[src/rtl/mdio_pkg.sv]
package mdio_pkg;
  localparam int FRAME_BITS = 64;
  localparam int TA_IDX     = 46;
  localparam int DATA_IDX   = 48;
  localparam int IDX_W      = $clog2(FRAME_BITS);

  // Bit FRAME_BITS-1 goes out first.
  function automatic logic [FRAME_BITS-1:0] build_frame(
    input logic        wr,
    input logic [4:0]  phy,
    input logic [4:0]  regad,
    input logic [15:0] wdata
  );
    logic [1:0]  op;
    logic [1:0]  ta;
    logic [15:0] dv;
    op = wr ? 2'b01 : 2'b10;
    ta = wr ? 2'b10 : 2'b11;
    dv = wr ? wdata : 16'hFFFF;
    return {32'hFFFF_FFFF, 2'b01, op, phy, regad, ta, dv};
  endfunction
endpackage

[src/rtl/mdio_clkgen.sv]
module mdio_clkgen #(
  parameter int DIV = 8
) (
  input  logic clk,
  input  logic rst,
  input  logic run,
  output logic mdc,
  output logic smp_stb,
  output logic end_stb
);
  localparam int HALF = DIV / 2;
  localparam int CW   = (DIV > 2) ? $clog2(DIV) : 1;

  logic [CW-1:0] cnt;

  assign smp_stb = run && (cnt == CW'(HALF - 1));
  assign end_stb = run && (cnt == CW'(DIV - 1));

  always_ff @(posedge clk) begin
    if (rst || !run) begin
      cnt <= '0;
      mdc <= 1'b0;
    end else begin
      if (end_stb) cnt <= '0;
      else         cnt <= cnt + 1'b1;
      if (smp_stb)      mdc <= 1'b1;
      else if (end_stb) mdc <= 1'b0;
    end
  end

  // clock parked low when no frame is running
  a_r6_idle_low: assert property (@(posedge clk) disable iff (rst)
    !run |=> !mdc);
  // rising MDC only happens at mid-bit
  a_r6_rise_mid: assert property (@(posedge clk) disable iff (rst)
    $rose(mdc) |-> $past(smp_stb));
endmodule

[src/rtl/mdio_frame.sv]
module mdio_frame
  import mdio_pkg::*;
(
  input  logic        clk,
  input  logic        rst,
  input  logic        start,
  input  logic        is_wr,
  input  logic [4:0]  phy,
  input  logic [4:0]  regad,
  input  logic [15:0] wdata,
  input  logic        smp_stb,
  input  logic        end_stb,
  input  logic        mdio_i,
  output logic        busy,
  output logic        mdio_o,
  output logic        mdio_oe,
  output logic        fin,
  output logic        rd_fin,
  output logic [15:0] rd_data
);
  logic [FRAME_BITS-1:0] sh;
  logic [IDX_W-1:0]      idx;
  logic                  wr_q;
  logic [IDX_W-1:0]      nxt;
  logic [FRAME_BITS-1:0] frame_init;

  assign nxt        = idx + 1'b1;
  assign fin        = busy && end_stb && (idx == IDX_W'(FRAME_BITS - 1));
  assign rd_fin     = fin && !wr_q;
  assign frame_init = build_frame(is_wr, phy, regad, wdata);

  always_ff @(posedge clk) begin
    if (rst) begin
      busy    <= 1'b0;
      idx     <= '0;
      wr_q    <= 1'b0;
      sh      <= '1;
      mdio_o  <= 1'b1;
      mdio_oe <= 1'b0;
      rd_data <= '0;
    end else if (!busy) begin
      if (start) begin
        busy    <= 1'b1;
        idx     <= '0;
        wr_q    <= is_wr;
        sh      <= frame_init;
        mdio_o  <= frame_init[FRAME_BITS-1];
        mdio_oe <= 1'b1;
      end
    end else begin
      if (smp_stb && !wr_q && idx >= IDX_W'(DATA_IDX))
        rd_data <= {rd_data[14:0], mdio_i};
      if (fin) begin
        busy    <= 1'b0;
        mdio_o  <= 1'b1;
        mdio_oe <= 1'b0;
      end else if (end_stb) begin
        idx     <= nxt;
        sh      <= {sh[FRAME_BITS-2:0], 1'b1};
        mdio_o  <= sh[FRAME_BITS-2];
        mdio_oe <= wr_q || (nxt < IDX_W'(TA_IDX));
      end
    end
  end

  // bus released through turnaround and data of a read
  a_r4_released: assert property (@(posedge clk) disable iff (rst)
    (busy && !wr_q && idx >= IDX_W'(TA_IDX)) |-> !mdio_oe);
  // write frames keep the line driven throughout
  a_r3_driven: assert property (@(posedge clk) disable iff (rst)
    (busy && wr_q) |-> mdio_oe);
  // line is driven whenever a frame is running its header
  a_r2_header_driven: assert property (@(posedge clk) disable iff (rst)
    (busy && idx < IDX_W'(TA_IDX)) |-> mdio_oe);
endmodule

[src/rtl/mdio_master.sv]
module mdio_master
  import mdio_pkg::*;
#(
  parameter int DIV = 8
) (
  input  logic        clk,
  input  logic        rst,
  input  logic        cmd_we,
  input  logic [15:0] cmd_wdata,
  input  logic        dat_we,
  input  logic [15:0] dat_wdata,
  output logic [15:0] dat_rdata,
  output logic        done,
  output logic        mdc,
  output logic        mdio_o,
  output logic        mdio_oe,
  input  logic        mdio_i
);
  logic        start;
  logic        busy;
  logic        smp_stb;
  logic        end_stb;
  logic        fin;
  logic        rd_fin;
  logic [15:0] rd_data;
  logic [15:0] dat_q;

  assign start     = cmd_we && done;
  assign dat_rdata = dat_q;

  mdio_clkgen #(.DIV(DIV)) u_clk (
    .clk     (clk),
    .rst     (rst),
    .run     (busy),
    .mdc     (mdc),
    .smp_stb (smp_stb),
    .end_stb (end_stb)
  );

  mdio_frame u_frame (
    .clk     (clk),
    .rst     (rst),
    .start   (start),
    .is_wr   (cmd_wdata[13]),
    .phy     (cmd_wdata[12:8]),
    .regad   (cmd_wdata[4:0]),
    .wdata   (dat_q),
    .smp_stb (smp_stb),
    .end_stb (end_stb),
    .mdio_i  (mdio_i),
    .busy    (busy),
    .mdio_o  (mdio_o),
    .mdio_oe (mdio_oe),
    .fin     (fin),
    .rd_fin  (rd_fin),
    .rd_data (rd_data)
  );

  always_ff @(posedge clk) begin
    if (rst) begin
      done  <= 1'b1;
      dat_q <= '0;
    end else begin
      if (start)    done <= 1'b0;
      else if (fin) done <= 1'b1;
      if (rd_fin)              dat_q <= rd_data;
      else if (dat_we && done) dat_q <= dat_wdata;
    end
  end

  // an accepted command clears the flag on the next edge
  a_r7_done_clears: assert property (@(posedge clk) disable iff (rst)
    (cmd_we && done) |=> !done);
  // data word holds while busy unless a read result lands
  a_r8_data_hold: assert property (@(posedge clk) disable iff (rst)
    (dat_we && !done && !rd_fin) |=> $stable(dat_q));
  // a command during a frame does not end it
  a_r8_cmd_ignored: assert property (@(posedge clk) disable iff (rst)
    (cmd_we && !done && !fin) |=> !done);
  // reserved command bits never block a start
  a_r9_reserved: assert property (@(posedge clk) disable iff (rst)
    (cmd_we && done && (cmd_wdata[15:14] != 2'b00 || cmd_wdata[7:5] != 3'b000)) |=> busy);
  // output value steady while MDC is high
  a_r10_stable: assert property (@(posedge clk) disable iff (rst)
    (mdc && $past(mdc)) |-> $stable(mdio_o));
endmodule

[config.mk]
export PLATFORM = sky130hd
export DESIGN_NAME = mdio_master
export DESIGN_NICKNAME = d
export VERILOG_FILES = /design/src/rtl/mdio_pkg.sv /design/src/rtl/mdio_clkgen.sv /design/src/rtl/mdio_frame.sv /design/src/rtl/mdio_master.sv
export SDC_FILE = /design/constraint.sdc
export NUM_CORES = 1
export LEC_CHECK = 0
export ABC_AREA = 1
export BUFFER_PORTS_ARGS = -buffer_cell sky130_fd_sc_hd__buf_2
export CAP_MARGIN = 0
export CORE_ASPECT_RATIO = 1.75
export CORE_UTILIZATION = 54
export CTS_BUF_LIST = sky130_fd_sc_hd__clkbuf_8
export DETAILED_ROUTE_END_ITERATION = 10
export GPL_TIMING_DRIVEN = 0
export PLACE_DENSITY = 0.78
export SKIP_CTS_REPAIR_TIMING = 1
export SYNTH_ARGS = -nofsm -noshare
export SYNTH_HDL_FRONTEND = slang
export SYNTH_HIERARCHICAL = 1
export SYNTH_SLANG_ARGS = --single-unit
[constraint.sdc]
create_clock -name clk -period 2.1 [get_ports clk]
set_input_delay 0 -clock clk [delete_from_list [all_inputs] [get_ports clk]]
set_output_delay 0 -clock clk [all_outputs]
set_load 0.05 [all_outputs]
==> impl_metrics.toml, run 1 <==
[critical_path]
crit_family = "simple AND/OR/NAND/NOR gates"
timing.critical_path.required_ps = 2380
critPathLaunchType = "flip-flop"
cp.arrival_ps = 2260
ws_path_type = "reg2reg"
rr_worst_depth = 11
rrSetupSlack_ps = 120
critPathBufInv = 4
crit_chain = "ha_1 -> nand3_2 -> nor3_4 -> inv_2 -> nor2_4 -> buf_6 -> buf_4 -> a21oi_4 -> buf_4 -> nor2_1 -> nor2_1"
endpoint_of_the_worst_slack_reg_to_reg_timing_path = "dat_rdata[3]$_SDFFE_PP0P_"
crit_path_max_incr_delay_ps = 420
cp-end-kind = "flip-flop"
crit_fanout = 8
critPathSlowestCell = "sky130_fd_sc_hd__dfxtp_1"
worstReg2RegStart = "u_frame/idx[1]$_SDFFE_PP0P_"

[detailed_routing]
postRouteAntennaNets = 0
drt_iter0_drc = 231
drc = 1
drtPass1Iterations = 8
via_per_inst = 5.31
wl_per_cell_um = 13.6
drt_wl_total_mm = 10.5
route.vias.total = 4122

[global_routing]
pin_count_of_the_biggest_net_entering_global_routing = 18
global_router_s_overall_resource_usage_pct = 24.5
grt_antenna_before_repair = 0
gr-total-overflow = 0
grt_first_pass_wirelength_mm = 16.8
grt_pass1_vias = 3904

[pwr]
power_switching_share_pct = 25.9
p_int_w = 0.00321
p_clk_share_pct = 34.6
power_density_of_the_placed_cells_mw_per_mm2 = 799
comb_power_share_pct = 13.7
static-leakage-power_nw = 2.35
total_power_w = 0.00434
seq_pwr_share_pct = 51.7
netSwitchingPower_w = 0.00112
irDropWorstVdd_v = 0.000510

[timing]
setup_viol = 0
max_slew.worst_pin.slew_ps = 597
finalMaxSlewViolations = 0
finalHoldViolCount = 11
final.setup.worst_slack_ps = 119
worst_clock_skew_ps = 7.57
fin_worst_hold_slack_ps = -66.0
final_min_period_over_clock_period_pct = 94.3
relSlewSlack_pct = 60.2
period_minus_slack_ps = 1980
fmax_mhz = 505

[die]
floorplan.die.height_um = 123
dieArea_mm2 = 0.00881
core-area_mm2 = 0.00820
chipWidth_um = 71.4
initial_utilization_pct = 55.4
rows = 44
boundaryPins = 57

[synthesis]
ys_seq_elements = 110
synth_common_cells = "149 x sky130_fd_sc_hd__nand2_1, 110 x sky130_fd_sc_hd__dfxtp_1, 71 x sky130_fd_sc_hd__nor2_1"
syn-num-nets = 636
ys_warn_count = 6
syn_area_per_cell_um2 = 7.64
yosysSeqAreaShare_pct = 48.4
dominant_cells_by_area_after_synthesis = "sky130_fd_sc_hd__dfxtp_1 48%, sky130_fd_sc_hd__nand2_1 12%, sky130_fd_sc_hd__o22ai_1 6.7%, sky130_fd_sc_hd__nor2_1 5.9%, sky130_fd_sc_hd__o21ai_0 5.0%"
netlist.area_leader.share_pct = 48.4
synth_simple_gate_area_share_pct = 24.8
synthMostInstantiatedCell = "sky130_fd_sc_hd__nand2_1"
synth_fa_ha_area_share_pct = 1.10
synth_top_family_by_area = "simple AND/OR/NAND/NOR gates"
post_synth_edffs = 0
async_reset_ff_share_pct = 0
mapped_cell_area_mm2 = 0.00455
yosys.area_share.xor_xnor_pct = 0
muxShareOfSynthArea_pct = 0
post_synth_num_cell_types = 29
synthDominantAreaCellType = "sky130_fd_sc_hd__dfxtp_1"
synth-compound-area-share_pct = 16.9
postSynth.topFlopCell = "sky130_fd_sc_hd__dfxtp_1"
synth_cells = 595

[placed_design]
numPortBuffers = 51
detailed_place_hpwl_mm = 7.60
place_ws_ps = -92.0
gp_congestion = 0.822
placedCellCount = 738

[clock_tree]
cts_tree = "done"
cts-root-buf = "sky130_fd_sc_hd__clkbuf_8"
clk_pin_slew_worst_paths_ps = 100
tritoncts.num_buffers = 9
cts_sinks = 110
clkLatencyLatePin_ps = 370
cts.path.max_buffers = 2
clock_tree.htree_level_count = 3

[min_path]
launch_point_of_the_worst_hold_path = "dat_wdata[15]"
hold_class = "in2reg"
holdPathStages = 5
whs_endpoint = "dat_rdata[15]$_SDFFE_PP0P_"

[cells_and_area]
layout.filler_cells = 707
area_growth_syn_to_layout_pct = 19.3
diodes = 0
post_route_cells_drive_above_1_share_pct = 18.3
layout.cells.non_filler = 776
design.final.nets = 720

[outcome]
status = "complete, but fails checks"
violations_in_the_final_reports = "DRC, hold timing"

[flow_run]
maxCapViolations = 0
-- power groups by stage --
stage | clock, W | sequential [W] | combinational, W
floorplan | 0 | 0.00237 | 0.000314
global placement | 0 | 0.00228 | 0.000547
detailed placement | 0 | 0.00229 | 0.000560
CTS | 0.00153 | 0.00224 | 0.000562
global route | 0.00161 | 0.00225 | 0.000655
finish | 0.00150 | 0.00224 | 0.000594
-- how the worst max path moves through the flow --
| stage | start | endpoint | slack [ps] | depth (start not counted) |
|---|---|---|---|---|
| 2_1_floorplan | u_clk/cnt[0]$_SDFF_PP0_ | dat_rdata[11]$_SDFFE_PP0P_ | 150 | 15 |
| 3_3_place_gp | u_clk/cnt[0]$_SDFF_PP0_ | dat_rdata[1]$_SDFFE_PP0P_ | -30 | 15 |
| 3_5_place_dp | u_clk/cnt[0]$_SDFF_PP0_ | dat_rdata[5]$_SDFFE_PP0P_ | -90 | 15 |
| 4_1_cts | u_clk/cnt[0]$_SDFF_PP0_ | dat_rdata[5]$_SDFFE_PP0P_ | -110 | 15 |
| 5_1_grt | u_clk/cnt[0]$_SDFF_PP0_ | dat_rdata[4]$_SDFFE_PP0P_ | -3 | 14 |
| 6_report | u_frame/idx[1]$_SDFFE_PP0P_ | dat_rdata[3]$_SDFFE_PP0P_ | 120 | 11 |
-- cells in the final DEF (no fill, tap or decap), types with 11 or more instances in the layout --
| cell | instances |
|---|---|
| sky130_fd_sc_hd__nand2_1 | 149 |
| sky130_fd_sc_hd__dfxtp_1 | 109 |
| sky130_fd_sc_hd__nor2_1 | 68 |
| sky130_fd_sc_hd__buf_2 | 55 |
| sky130_fd_sc_hd__o22ai_1 | 49 |
| sky130_fd_sc_hd__o21ai_0 | 45 |
| sky130_fd_sc_hd__inv_1 | 36 |
| sky130_fd_sc_hd__nand3_1 | 27 |
| sky130_fd_sc_hd__a21oi_1 | 27 |
| sky130_fd_sc_hd__dlygate4sd3_1 | 18 |
| sky130_fd_sc_hd__buf_4 | 13 |
| sky130_fd_sc_hd__clkbuf_1 | 12 |
| sky130_fd_sc_hd__o211ai_1 | 11 |
-- metal layers --
metal	track usage (%)	routed length, µm	vias up
li1	-	-	2130
met2	46.7	5910	79
met5	0	0	-
met4	13.5	317	0
met1	24.9	3990	1888
met3	3.91	332	25
-- cell type report --
cell class                 instances  area, µm²  share of cell area [%]
buffer                            37        250                    4.61
timing repair buffer              73        465                    8.58
multi-input combinational        406       1980                    36.5
tap                               92        115                    2.12
clock inverter                     6        110                    2.03
clock buffer                      10        138                    2.54
inverter                          42        160                    2.95
sequential                       110       2200                    40.6
-- tightest hold or removal path, delay by kind of cell --
| family | cells | cell delay (ps) |
|---|---|---|
| buffers and inverters | 1 | 80 |
| AND/OR/NAND/NOR | 4 | 190 |
-- logic make-up (layout without fill, tap and decap cells) --
| kind of cell | Yosys count | count (layout) |
|---|---|---|
| AND/OR/NAND/NOR | 268 | 268 |
| flip-flops | 110 | 110 |
| adder cells (fa/ha/maj) | 4 | 4 |
| buffers and inverters | 79 | 168 |
| AO/OA/AOI/OAI | 134 | 134 |
-- stage by stage --
step           instance area [µm²]  utilization (%)  setup TNS (ps)
2_1_floorplan                 4550                -               0
3_5_place_dp                  4920             60.0           -1120
4_1_cts                       5170             63.0           -1480
6_report                      5420             66.1               0
3_3_place_gp                  4920             60.0            -259
5_1_grt                       5420             66.1           -4.29
-- sequential cells by signal, indices dropped and copies added (netlist names) --
| name | flops |
|---|---|
| u_frame/wr_q | 1 |
| u_clk/mdc | 1 |
| u_frame/mdio_oe | 1 |
| u_frame/idx | 6 |
| u_frame/busy | 1 |
| u_clk/cnt | 3 |
| dat_rdata | 16 |
| u_frame/rd_data | 16 |
| u_frame/mdio_o | 1 |
| u_frame/sh | 63 |
| done | 1 |
Note: power is estimated with default switching activity, not from simulation.
==> inputs of run 2 (changes only) <==
--- a/config.mk
+++ b/config.mk
@@ -13,7 +13,7 @@
 export CTS_BUF_LIST = sky130_fd_sc_hd__clkbuf_8
 export DETAILED_ROUTE_END_ITERATION = 10
 export GPL_TIMING_DRIVEN = 0
-export PLACE_DENSITY = 0.78
+export PLACE_DENSITY_LB_ADDON = 0.05
 export SKIP_CTS_REPAIR_TIMING = 1
 export SYNTH_ARGS = -nofsm -noshare
 export SYNTH_HDL_FRONTEND = slang
==> impl_metrics.toml, run 2 (synthesis results as in run 1) <==
[timing]
setup_viol = 0
max_slew.worst_pin.slew_ps = 593
finalHoldViolCount = 3
rsz0062_at_grt = "true"
relSlewSlack_pct = 60.5
final.setup.worst_slack_ps = 118
fmax_mhz = 505
period_minus_slack_ps = 1980
worst_clock_skew_ps = 13.0
finalMaxSlewViolations = 0
final_min_period_over_clock_period_pct = 94.4
fin_worst_hold_slack_ps = -27.5

[critical_path]
timing.critical_path.required_ps = 2390
crit_path_max_incr_delay_ps = 340
crit_fanout = 10
critPathLaunchType = "flip-flop"
critical_path.endpoint = "dat_rdata[1]$_SDFFE_PP0P_"
rr_worst_depth = 15
worstReg2RegStart = "u_clk/cnt[0]$_SDFF_PP0_"
critPathSlowestCell = "sky130_fd_sc_hd__dfxtp_2"
endpoint_of_the_worst_slack_reg_to_reg_timing_path = "dat_rdata[1]$_SDFFE_PP0P_"
timing.critical_path.mode_cell = "sky130_fd_sc_hd__inv_2"
cp.arrival_ps = 2270
crit_start = "u_clk/cnt[0]$_SDFF_PP0_"
crit_chain = "ha_2 -> ha_1 -> nand2_2 -> inv_2 -> nand2_4 -> nor3_4 -> inv_2 -> nor2_4 -> buf_6 -> inv_2 -> buf_6 -> nand2_1 -> nand2_1 -> nor2_1 -> nor2_1"
rrSetupSlack_ps = 120
cp-end-kind = "flip-flop"
ws_path_type = "reg2reg"

[clock_tree]
cts-root-buf = "sky130_fd_sc_hd__clkbuf_8"
cts.path.max_buffers = 2
cts_sinks = 110
cts_tree = "done"
clkLatencyLatePin_ps = 380
clk_pin_slew_worst_paths_ps = 110
clock_tree.htree_level_count = 3
tritoncts.num_buffers = 9

[detailed_routing]
drt_wl_total_mm = 10.6
via_per_inst = 5.21
drtPass1Iterations = 7
drt_iter0_drc = 179
postRouteAntennaNets = 0
drc = 2
wl_per_cell_um = 13.6
route.vias.total = 4089

[outcome]
status = "complete, but fails checks"
violations_in_the_final_reports = "DRC, hold timing"

[cells_and_area]
layout.cells.most_common_list = "149 x sky130_fd_sc_hd__nand2_1, 107 x sky130_fd_sc_hd__dfxtp_1, 69 x sky130_fd_sc_hd__nor2_1"
post_route_cells_drive_above_1_share_pct = 18.6
layout.cells.non_filler = 785
diodes = 0
area_growth_syn_to_layout_pct = 20.0
largest_register_ff_count = 63
layout.filler_cells = 739
final_common_cell = "sky130_fd_sc_hd__nand2_1"
design.final.nets = 729
register_name_with_the_most_flops = "u_frame/sh"

[pwr]
irDropWorstVdd_v = 0.000757
total_power_w = 0.00411
power_density_of_the_placed_cells_mw_per_mm2 = 753
static-leakage-power_nw = 2.37

[min_path]
holdPathStages = 3
hold_class = "in2reg"

[placed_design]
detailed_place_hpwl_mm = 7.84
place_ws_ps = -143
numPortBuffers = 51
placedCellCount = 738
gp_congestion = 0.782

[die]
floorplan.die.height_um = 123
core-area_mm2 = 0.00820
initial_utilization_pct = 55.4
boundaryPins = 57
rows = 44
chipWidth_um = 71.4
dieArea_mm2 = 0.00881

[global_routing]
grt_first_pass_wirelength_mm = 17.1
gr-total-overflow = 0
pin_count_of_the_biggest_net_entering_global_routing = 22
grt_antenna_before_repair = 0
grt_pass1_vias = 3771
global_router_s_overall_resource_usage_pct = 25.1

[flow_run]
maxCapViolations = 0
## run 2: cell types whose count changed in the layout (fill, tap and decap cells not counted), sizes merged
cell and change:
dlygate4sd3 +7, inv +5, bufinv -3, buf +2, clkbuf -1, clkinvlp -1
## run 2: per-stage QoR
stage	utilization (%)	setup TNS, ps	cell area (µm²)
after global routing	66.5	-86.7	5460
after global placement	60.0	-1290	4920
final	66.5	0	5460
after detailed placement	60.0	-1690	4920
after CTS	62.3	-2100	5110
after floorplan	-	0	4550
## run 2: routing by layer
metal	up-vias	GRT usage, %	part of all wire, %
met3	20	4.97	2.5
met2	54	47.4	56
met5	-	0	0
li1	2157	-	-
met1	1858	25.8	38
met4	0	12.3	3.9
## run 2: worst min path at each step
| stage | slack [ps] | endpoint | start |
|---|---|---|---|
| after floorplan | 100 | u_frame/sh[10]$_SDFFE_PP1P_ | rst |
| after global placement | 260 | u_frame/rd_data[0]$_SDFFE_PP0P_ | mdio_i |
| after detailed placement | 270 | u_frame/rd_data[0]$_SDFFE_PP0P_ | mdio_i |
| after CTS | -140 | u_frame/rd_data[0]$_SDFFE_PP0P_ | mdio_i |
| after global routing | 2 | u_frame/sh[24]$_SDFFE_PP1P_ | cmd_wdata[9] |
| final | -30 | u_frame/sh[24]$_SDFFE_PP1P_ | cmd_wdata[9] |
## run 2: worst max-delay path, delay by kind of cell (launching register included)
family / cells / cell delay (ps)
adder cells (fa/ha/maj): 2 / 320
flip-flops: 1 / 340
buffers and inverters: 5 / 520
AND/OR/NAND/NOR: 8 / 720
## run 2: cell type report
cell class	count	area (µm²)	area share, %
tap	92	115	2.11
buffer	37	250	4.59
sequential	110	2210	40.4
inverter	42	160	2.93
timing repair buffer	82	567	10.4
clock inverter	7	71.3	1.31
clock buffer	9	124	2.27
multi-input combinational	406	1960	36.0
## run 2: where the power goes
group | switching, W | internal [W] | leakage, nW | total, W
combinational | 0.000382 | 0.000223 | 1.36 | 0.000605
clock | 0.000792 | 0.000476 | 0.102 | 0.00127
sequential | 0.0000602 | 0.00218 | 0.901 | 0.00224
total | 0.00123 | 0.00288 | 2.37 | 0.00411
==> inputs of run 3 (changes only) <==
--- a/config.mk
+++ b/config.mk
@@ -8,12 +8,15 @@
 export ABC_AREA = 1
 export BUFFER_PORTS_ARGS = -buffer_cell sky130_fd_sc_hd__buf_2
 export CAP_MARGIN = 0
+export CELL_PAD_IN_SITES_DETAIL_PLACEMENT = 1
+export CELL_PAD_IN_SITES_GLOBAL_PLACEMENT = 1
 export CORE_ASPECT_RATIO = 1.75
-export CORE_UTILIZATION = 54
+export CORE_UTILIZATION = 40
 export CTS_BUF_LIST = sky130_fd_sc_hd__clkbuf_8
 export DETAILED_ROUTE_END_ITERATION = 10
 export GPL_TIMING_DRIVEN = 0
 export PLACE_DENSITY_LB_ADDON = 0.05
+export REMOVE_ABC_BUFFERS = 1
 export SKIP_CTS_REPAIR_TIMING = 1
 export SYNTH_ARGS = -nofsm -noshare
 export SYNTH_HDL_FRONTEND = slang
==> impl_metrics.toml, run 3 (synthesis results as in run 1) <==
[outcome]
status = "complete, but fails checks"
violations_in_the_final_reports = "hold timing"

[clock_tree]
clock_tree.htree_level_count = 3
clkLatencyLatePin_ps = 370
clk_pin_slew_worst_paths_ps = 100
tritoncts.num_buffers = 9
cts_sinks = 110
cts_tree = "done"
cts-root-buf = "sky130_fd_sc_hd__clkbuf_8"
cts.path.max_buffers = 2

[cells_and_area]
layout.cells.most_common_list = "148 x sky130_fd_sc_hd__nand2_1, 106 x sky130_fd_sc_hd__dfxtp_1, 60 x sky130_fd_sc_hd__nor2_1"
diodes = 0
multi_input_comb_area_mm2 = 0.00206
finish.utilization_pct = 48.4
register_name_with_the_most_flops = "u_frame/sh"
design.final.nets = 687
largest_register_ff_count = 63
layout.filler_cells = 1412
layout.cells.non_filler = 782
layout.cell_area.non_filler_mm2 = 0.00538
regArea_mm2 = 0.00221
final_common_cell = "sky130_fd_sc_hd__nand2_1"
post_route_cells_drive_above_1_share_pct = 19.1
area_growth_syn_to_layout_pct = 18.3

[min_path]
launch_point_of_the_worst_hold_path = "dat_wdata[0]"
whs_endpoint = "dat_rdata[0]$_SDFFE_PP0P_"
holdPathStages = 5
hold_class = "in2reg"

[placed_design]
placedCellCount = 743
gp_congestion = 0.746
post_dp_cell_area_mm2 = 0.00476
detailed_place_hpwl_mm = 7.28
numPortBuffers = 51

[die]
dieArea_mm2 = 0.0118
initial_utilization_pct = 41.0
rows = 51
floorplan.die.height_um = 143
boundaryPins = 57
core-area_mm2 = 0.0111
chipWidth_um = 82.6

[global_routing]
grt_pass1_vias = 3840
pin_count_of_the_biggest_net_entering_global_routing = 64
grt_first_pass_wirelength_mm = 17.5
grt_antenna_before_repair = 0
gr-total-overflow = 0
global_router_s_overall_resource_usage_pct = 19.2

[pwr]
power_density_of_the_placed_cells_mw_per_mm2 = 786
total_power_w = 0.00423
static-leakage-power_nw = 2.26
irDropWorstVdd_v = 0.000457

[detailed_routing]
drc = 0
route.vias.total = 3978
via_per_inst = 5.09
drt_wl_total_mm = 11.2
drtPass1Iterations = 4
postRouteAntennaNets = 0
drt_iter0_drc = 125
wl_per_cell_um = 14.3

[critical_path]
rrSetupSlack_ps = 70
timing.critical_path.required_ps = 2360
critPathLaunchType = "flip-flop"
cp.arrival_ps = 2300
cp-end-kind = "flip-flop"
crit_fanout = 8
rr_worst_depth = 13
endpoint_of_the_worst_slack_reg_to_reg_timing_path = "dat_rdata[5]$_SDFFE_PP0P_"
ws_path_type = "reg2reg"
worstReg2RegStart = "u_clk/cnt[0]$_SDFF_PP0_"

[timing]
setup_viol = 0
final_min_period_over_clock_period_pct = 96.7
finalHoldViolCount = 13
period_minus_slack_ps = 2030
fmax_mhz = 492
setup_tns_ps = 0
worst_clock_skew_ps = 9.24
max_slew.worst_pin.slew_ps = 517
fin_worst_hold_slack_ps = -64.4
relSlewSlack_pct = 65.5
finalMaxSlewViolations = 0

[flow_run]
maxCapViolations = 0
==> run 3: cell count changes in the layout (fill, tap and decap cells not counted), moves of 5 or more <==
cell / before / now
sky130_fd_sc_hd__buf_4: 13 / 4
sky130_fd_sc_hd__buf_6: 10 / 2
sky130_fd_sc_hd__clkbuf_1: 12 / 0
sky130_fd_sc_hd__dlygate4sd3_1: 25 / 15
sky130_fd_sc_hd__nor2_1: 69 / 60
sky130_fd_sc_hd__nor2_4: 1 / 6
==> run 3: final cells by class <==
type / instances / share of cell area, %
Clock buffer: 11 / 2.81
Clock inverter: 4 / 1.30
Inverter: 42 / 3.37
Multi-Input combinational cell: 407 / 38.3
Sequential cell: 110 / 41.1
Tap cell: 132 / 3.07
Timing Repair Buffer: 76 / 10.1
==> run 3: per-stage QoR <==
stage                     hold WS, ps  setup slack (ps)
after global routing            -5.51             -24.8
after CTS                        -125             -1120
final                           -64.4              69.3
after floorplan                  69.1              -695
after detailed placement          280             -1110
after global placement            258             -1830
==> run 3: worst max path at each step <==
stage                            start                        end
5_1_grt        u_clk/cnt[0]$_SDFF_PP0_  dat_rdata[5]$_SDFFE_PP0P_
4_1_cts        u_frame/busy$_SDFF_PP0_  dat_rdata[2]$_SDFFE_PP0P_
2_1_floorplan  u_frame/busy$_SDFF_PP0_  dat_rdata[0]$_SDFFE_PP0P_
6_report       u_clk/cnt[0]$_SDFF_PP0_  dat_rdata[5]$_SDFFE_PP0P_
3_3_place_gp   u_frame/busy$_SDFF_PP0_  dat_rdata[2]$_SDFFE_PP0P_
3_5_place_dp   u_frame/busy$_SDFF_PP0_  dat_rdata[2]$_SDFFE_PP0P_
==> run 3: layer usage <==
metal | up-vias | part of all wire, % | GRT usage [%] | routed length (µm)
li1 | 2060 | - | - | -
met1 | 1876 | 39 | 20.7 | 4410
met2 | 31 | 56 | 35.7 | 6300
met3 | 11 | 2.2 | 2.75 | 249
met4 | 0 | 1.8 | 8.44 | 197
met5 | - | 0 | 0 | 0
==> run 3: report_power, final <==
part	switching (W)	internal, W	leakage, nW
Sequential	0.0000731	0.00218	0.902
Clock	0.000683	0.000727	0.115
Combinational	0.000374	0.000192	1.24
==> run 3: critical path, cell delays in order, from the launching register on <==
cell and delay, ps:
sky130_fd_sc_hd__dfxtp_2 360, sky130_fd_sc_hd__ha_4 150, sky130_fd_sc_hd__ha_4 130, sky130_fd_sc_hd__nand2_4 50, sky130_fd_sc_hd__inv_2 70, sky130_fd_sc_hd__nand2_4 80, sky130_fd_sc_hd__nor3_4 230, sky130_fd_sc_hd__inv_4 80
sky130_fd_sc_hd__nor2_4 230, sky130_fd_sc_hd__buf_6 160, sky130_fd_sc_hd__a21oi_4 50, sky130_fd_sc_hd__clkbuf_16 200, sky130_fd_sc_hd__nor2_1 90, sky130_fd_sc_hd__nor2_1 40
